### config.mk
export PLATFORM = sky130hd
export DESIGN_NAME = gpio_edge_bank
export DESIGN_NICKNAME = d
export VERILOG_FILES = /design/src/rtl/gpio_edge_pkg.sv /design/src/rtl/gpio_sync.sv /design/src/rtl/gpio_edge_stat.sv /design/src/rtl/gpio_edge_bank.sv
export SDC_FILE = /design/constraint.sdc
export NUM_CORES = 1
export LEC_CHECK = 0
export CAP_MARGIN = 40
export CORE_MARGIN = 4
export CORE_UTILIZATION = 45
export CTS_BUF_LIST = sky130_fd_sc_hd__clkbuf_4
export CTS_CLUSTER_SIZE = 20
export DETAILED_ROUTE_END_ITERATION = 16
export DONT_BUFFER_PORTS = 1
export PLACE_DENSITY_LB_ADDON = 0.15
export SETUP_SLACK_MARGIN = 0.05
export SLEW_MARGIN = 20
export SYNTH_ARGS = -nofsm -noshare
export SYNTH_HDL_FRONTEND = slang
export SYNTH_SLANG_ARGS = --single-unit
### constraint.sdc
create_clock -name clk_i -period 2 [get_ports clk_i]
set_input_delay 0.2 -clock clk_i [delete_from_list [all_inputs] [get_ports clk_i]]
set_output_delay 0.2 -clock clk_i [all_outputs]
set_load 0.02 [all_outputs]
### src/rtl/gpio_edge_pkg.sv
package gpio_edge_pkg;
  localparam int REG_W  = 32;
  localparam int ADDR_W = 8;
  localparam logic [ADDR_W-1:0] OFS_LEVEL = 8'h14;
  localparam logic [ADDR_W-1:0] OFS_EN    = 8'h18;
  localparam logic [ADDR_W-1:0] OFS_STAT  = 8'h1C;
endpackage

### src/rtl/gpio_sync.sv
module gpio_sync #(
  parameter int W = 32,
  parameter int STAGES = 2,
  parameter logic [W-1:0] RST_VAL = '1
) (
  input  logic         clk_i,
  input  logic         rst_ni,
  input  logic [W-1:0] d_i,
  output logic [W-1:0] q_o
);
  logic [W-1:0] stg_q [STAGES];

  always_ff @(posedge clk_i or negedge rst_ni) begin
    if (!rst_ni) begin
      for (int s = 0; s < STAGES; s++) stg_q[s] <= RST_VAL;
    end else begin
      stg_q[0] <= d_i;
      for (int s = 1; s < STAGES; s++) stg_q[s] <= stg_q[s-1];
    end
  end

  assign q_o = stg_q[STAGES-1];
endmodule

### src/rtl/gpio_edge_stat.sv
module gpio_edge_stat #(
  parameter int N = 16
) (
  input  logic         clk_i,
  input  logic         rst_ni,
  input  logic [N-1:0] lvl_i,
  input  logic [N-1:0] fall_i,
  input  logic [N-1:0] clr_i,
  output logic [N-1:0] stat_o
);
  logic [N-1:0] prev_q, evt, stat_q;

  // prev resets high to match synchroniser reset: no edge out of reset
  always_ff @(posedge clk_i or negedge rst_ni) begin
    if (!rst_ni) prev_q <= '1;
    else         prev_q <= lvl_i;
  end

  for (genvar i = 0; i < N; i++) begin : g_bit
    assign evt[i] = fall_i[i] ? (prev_q[i] & ~lvl_i[i]) : (~prev_q[i] & lvl_i[i]);

    always_ff @(posedge clk_i or negedge rst_ni) begin
      if (!rst_ni) stat_q[i] <= 1'b0;
      else         stat_q[i] <= (stat_q[i] & ~clr_i[i]) | evt[i];
    end


    status_set_chk: assert property (@(posedge clk_i) disable iff (!rst_ni)
      (!$past(stat_q[i]) && stat_q[i]) |-> $past(evt[i]));

    status_clr_chk: assert property (@(posedge clk_i) disable iff (!rst_ni)
      $past(clr_i[i] && !evt[i]) |-> !stat_q[i]);

    event_wins_chk: assert property (@(posedge clk_i) disable iff (!rst_ni)
      $past(evt[i]) |-> stat_q[i]);
  end

  assign stat_o = stat_q;
endmodule

### src/rtl/gpio_edge_bank.sv
module gpio_edge_bank
  import gpio_edge_pkg::*;
#(
  parameter int PIN_N = 32,
  parameter int EVT_N = 16,
  parameter int SYNC_STAGES = 2
) (
  input  logic              clk_i,
  input  logic              rst_ni,
  input  logic [ADDR_W-1:0] addr_i,
  input  logic              wr_en_i,
  input  logic [REG_W-1:0]  wdata_i,
  output logic [REG_W-1:0]  rdata_o,
  input  logic [PIN_N-1:0]  pin_i,
  input  logic [EVT_N-1:0]  edge_fall_i,
  output logic [EVT_N-1:0]  pme_o
);
  logic [PIN_N-1:0] lvl;
  logic [EVT_N-1:0] en_q, stat, clr;
  logic             wr_en_reg, wr_stat;

  gpio_sync #(.W(PIN_N), .STAGES(SYNC_STAGES), .RST_VAL('1)) u_sync (
    .clk_i (clk_i),
    .rst_ni(rst_ni),
    .d_i   (pin_i),
    .q_o   (lvl)
  );

  assign wr_en_reg = wr_en_i && (addr_i == OFS_EN);
  assign wr_stat   = wr_en_i && (addr_i == OFS_STAT);
  assign clr       = wr_stat ? wdata_i[EVT_N-1:0] : '0;

  always_ff @(posedge clk_i or negedge rst_ni) begin
    if (!rst_ni)        en_q <= '0;
    else if (wr_en_reg) en_q <= wdata_i[EVT_N-1:0];
  end

  gpio_edge_stat #(.N(EVT_N)) u_stat (
    .clk_i (clk_i),
    .rst_ni(rst_ni),
    .lvl_i (lvl[EVT_N-1:0]),
    .fall_i(edge_fall_i),
    .clr_i (clr),
    .stat_o(stat)
  );

  assign pme_o = stat & en_q;

  always_comb begin
    rdata_o = '0;
    unique case (addr_i)
      OFS_LEVEL: rdata_o[PIN_N-1:0] = lvl;
      OFS_EN:    rdata_o[EVT_N-1:0] = en_q;
      OFS_STAT:  rdata_o[EVT_N-1:0] = stat;
      default:   rdata_o = '0;
    endcase
  end


  en_reserved_chk: assert property (@(posedge clk_i) disable iff (!rst_ni)
    (addr_i == OFS_EN) |-> (rdata_o[REG_W-1:EVT_N] == '0));

  unmapped_zero_chk: assert property (@(posedge clk_i) disable iff (!rst_ni)
    (addr_i != OFS_LEVEL && addr_i != OFS_EN && addr_i != OFS_STAT) |-> (rdata_o == '0));

  pme_src_chk: assert property (@(posedge clk_i) disable iff (!rst_ni)
    $rose(pme_o[0]) |-> (stat[0] && en_q[0]));
endmodule

==> metrics.txt <==
# TYPE chip_impl_metric gauge
chip_impl_metric{name="power.leakage",unit="µW"} 0.00214
chip_impl_metric{name="detailed_route_drc_error_count",unit=""} 0
chip_impl_metric{name="netlist_area",unit="mm²"} 0.00429
chip_impl_metric{name="vias_per_cell",unit=""} 5.00
chip_impl_metric{name="synth_seq_area_share",unit=""} 0.677
chip_impl_metric{name="asyncSetResetFlopFracSynth",unit=""} 1.00
chip_impl_metric{name="placed_instance_count",unit=""} 446
chip_impl_metric{name="final_hold_viol_count",unit=""} 112
chip_impl_metric{name="grt_pass1_wl",unit="mm"} 14.3
chip_impl_metric{name="clock.fmax",unit="GHz"} 0.572
chip_impl_metric{name="synth_compound_area_frac",unit=""} 0.0841
chip_impl_metric{name="dp.final_hpwl",unit="mm"} 5.56
chip_impl_metric{name="final.setup_skew",unit="ps"} 16.9
chip_impl_metric{name="setup.reg_to_reg.worst_slack",unit="ps"} 900
chip_impl_metric{name="hold-worst-slack",unit="ps"} -599
chip_impl_metric{name="synthMuxAreaShare",unit=""} 0.0841
chip_impl_metric{name="finalCritPeriodShare",unit=""} 0.874
chip_impl_metric{name="worst_case_clock_buffer_depth",unit=""} 2
chip_impl_metric{name="layout_cell_share_with_drive_strength_beyond_1",unit=""} 0.370
chip_impl_metric{name="antenna_cells",unit=""} 0
chip_impl_metric{name="yosys.cell_types.count",unit=""} 20
chip_impl_metric{name="floorplan.rows",unit=""} 35
chip_impl_metric{name="finalSetupViolCount",unit=""} 0
chip_impl_metric{name="synth-simple-area-share",unit=""} 0.142
chip_impl_metric{name="cts_sinks",unit=""} 112
chip_impl_info{name="clock-root-buffer",value="clkbuf_4"} 1
chip_impl_metric{name="die-area",unit="mm²"} 0.0111
chip_impl_metric{name="gr-usage-met3",unit=""} 0.0545
chip_impl_info{name="rsz0062_at_grt",value="no"} 1
chip_impl_metric{name="syn-num-nets",unit=""} 397
chip_impl_info{name="synth_largest_area_cell",value="dfstp_2"} 1
chip_impl_info{name="global_route_layer_with_the_greatest_usage",value="met2"} 1
chip_impl_metric{name="die_x",unit="µm"} 106
chip_impl_metric{name="grt_pass1_vias",unit=""} 2721
chip_impl_metric{name="finalMaxSlewViolations",unit=""} 0
chip_impl_info{name="kind_of_launch_point_of_the_worst_setup_path",value="flop"} 1
chip_impl_metric{name="drt-total-wl",unit="mm"} 8.66
chip_impl_metric{name="cts_resized",unit=""} 0
chip_impl_metric{name="critical_path_peak_fanout",unit=""} 4
chip_impl_info{name="result_of_the_run",value="finished, violations left"} 1
chip_impl_metric{name="worstSkewPairLatency",unit="ps"} 450
chip_impl_metric{name="synthesized_instance_count",unit=""} 306
chip_impl_metric{name="post_synth_edffs",unit=""} 0
chip_impl_metric{name="grt.met1_usage",unit=""} 0.217
chip_impl_info{name="cts_tree",value="yes"} 1
chip_impl_metric{name="synth.yosys.warnings",unit=""} 0
chip_impl_metric{name="cts_made_buffers",unit=""} 9
chip_impl_metric{name="synth.ff_latch_count",unit=""} 112
chip_impl_metric{name="drv.max_cap_violation_count",unit=""} 0
chip_impl_info{name="timing_worst_setup_path_type",value="flop to output pin"} 1
chip_impl_metric{name="first_pass_iters",unit=""} 4
chip_impl_metric{name="data_arrival_time_of_the_critical_path",unit="ps"} 1550
chip_impl_metric{name="initial_utilization",unit=""} 0.464
chip_impl_metric{name="die_height",unit="µm"} 106
chip_impl_info{name="ys_dominant_reg_cell",value="dfstp_2"} 1
chip_impl_metric{name="io_buffer_count",unit=""} 0
chip_impl_metric{name="synth_top_cell_area_share",unit=""} 0.491
chip_impl_metric{name="initialDrtViolationCount",unit=""} 83
chip_impl_metric{name="gr-total-overflow",unit=""} 0
chip_impl_metric{name="cellPowerDensity",unit="mW/mm²"} 734
chip_impl_metric{name="worstMarginPinSlew",unit="ps"} 419
chip_impl_info{name="nature_of_the_critical_path_endpoint",value="output pin"} 1
chip_impl_info{name="worst_hold_path_type",value="input pin to asynchronous set/reset pin"} 1
chip_impl_metric{name="synth_adder_area_share",unit=""} 0
chip_impl_metric{name="irDropWorstVdd",unit="mV"} 0.459
chip_impl_metric{name="area_growth_syn_to_layout",unit="%"} 22.2
chip_impl_metric{name="period_needed",unit="ps"} 1750
chip_impl_metric{name="detail-route-antenna-nets",unit=""} 0
chip_impl_metric{name="grt_util_met2",unit=""} 0.251
chip_impl_info{name="post_synth_main_area_contributors",value="dfstp_2 49%, dfrtp_1 19%, mux2_2 5.8%"} 1
chip_impl_metric{name="core_region_area",unit="mm²"} 0.00924
chip_impl_metric{name="place_congestion",unit=""} 0.754
chip_impl_metric{name="nNetsFinal",unit=""} 472
chip_impl_info{name="violations",value="hold timing"} 1
chip_impl_metric{name="globalRouteTotalUtil",unit=""} 0.165
chip_impl_metric{name="grt_antenna_before_repair",unit=""} 0
chip_impl_metric{name="syn_area_per_cell",unit="µm²"} 14.0
chip_impl_metric{name="grt_start_max_net_pins",unit=""} 113
chip_impl_metric{name="fraction_of_synthesized_cell_area_in_xor_and_xnor_cells",unit=""} 0
chip_impl_metric{name="num_vias",unit=""} 2573
chip_impl_metric{name="avgRoutedWirePerCell",unit="µm"} 16.8
chip_impl_info{name="synth_top_family_by_area",value="simple AND/OR/NAND/NOR gates"} 1
chip_impl_metric{name="h-tree-depth",unit=""} 3
chip_impl_metric{name="slew_headroom",unit=""} 0.720
chip_impl_metric{name="critical_path_required",unit="ps"} 1800
chip_impl_metric{name="cts.reportedPaths.clkPinSlew",unit="ps"} 190
chip_impl_metric{name="timing.setup.tns",unit="ps"} 0
chip_impl_info{name="synth.most_common_cell",value="dfstp_2"} 1
chip_impl_metric{name="design.portCount",unit=""} 139
chip_impl_metric{name="finish.cell_count_without_fillers",unit=""} 515
chip_impl_info{name="synthTopCellsByCount",value="80 x dfstp_2, 33 x and2_1, 32 x dfrtp_1"} 1
[final timing paths]
check / cells past startpoint / start / end
min: 0 / rst_ni / u_stat.stat_o[1]$_DFF_PN0_
max in group asynchronous: 0 / rst_ni / u_sync.stg_q[41]$_DFF_PN1_
max reg2reg: 3 / u_stat.prev_q[5]$_DFF_PN1_ / u_stat.stat_o[5]$_DFF_PN0_
min in group clk_i: 3 / edge_fall_i[0] / u_stat.stat_o[0]$_DFF_PN0_
max: 4 / u_stat.stat_o[14]$_DFF_PN0_ / rdata_o[14]
min reg2reg: 0 / u_sync.stg_q[58]$_DFF_PN1_ / u_sync.q_o[26]$_DFF_PN1_
[where the power goes]
part | leakage [µW] | internal [µW] | total, µW | switching (µW)
clock network | 0.0000798 | 308 | 1120 | 810
logic | 0.000858 | 152 | 251 | 99.5
registers | 0.00120 | 2430 | 2470 | 45.1
total | 0.00214 | 2890 | 3840 | 954
[registers in the layout, summed over array words and instances, names as in the netlist]
signal and cells:
en_q 16, u_stat.prev_q 16, u_stat.stat_o 16, u_sync.q_o 32, u_sync.stg_q 32
[metal layers]
metal	wire length, µm	vias up
met5	0	-
met4	179	0
met3	618	14
met2	4060	81
met1	3810	1264
li1	-	1214
[placed cells by master (no fill, tap or decap), types with 2 or more instances in the layout]
cell type      netlist  routed
dfstp_2             80      80
dlygate4sd3_1        0      53
and2_1              33      33
dfrtp_1             32      32
mux2_2              22      22
buf_4                0      21
nor2_1              17      17
nand2_1             17      17
a22oi_1             16      16
nor2b_1             17      16
nand2b_1            16      16
o22ai_1             16      16
a211o_1             16      16
mux2_1              10      10
clkbuf_4             0       9
clkinv_4             0       2
clkinv_8             0       2
inv_6                0       2
[timing repair]
item                       CTS  global route
setup buffers                0             0
setup endpoints to repair    0             0
hold endpoints to repair   176           114
hold buffers                51             2
[cells by family after synthesis]
logic type	after synthesis
flip-flops	112
multiplexers	32
buffers and inverters	10
AND/OR/NAND/NOR	104
AO/OA/AOI/OAI	48
[area by class of cell]
class                      count  area [µm²]
clock inverter                 7        83.8
clock buffer                   9        67.6
fill                         743        4000
timing repair buffer          74         688
multi-input combinational    184        1330
tap                          129         161
sequential                   112        2900
[worst max-delay path: stages (launching register included)]
cell and delay (ps):
dfrtp_1 440, mux2_2 270, a22oi_1 180, nor2_1 50, buf_4 160
[per-stage QoR]
stage	instance area [µm²]	power (µW)	setup slack [ps]	util	hold slack [ps]
floorplan	4290	2650	477	-	-95.6
finish	5240	3840	252	0.567	-599
CTS	5220	3900	209	0.565	-642
detailed placement	4560	2670	308	0.493	-92.8
global route	5240	4050	92.9	0.567	-665
global placement	4560	2670	318	0.493	-91.8
Note: power is estimated with default switching activity, not from simulation.
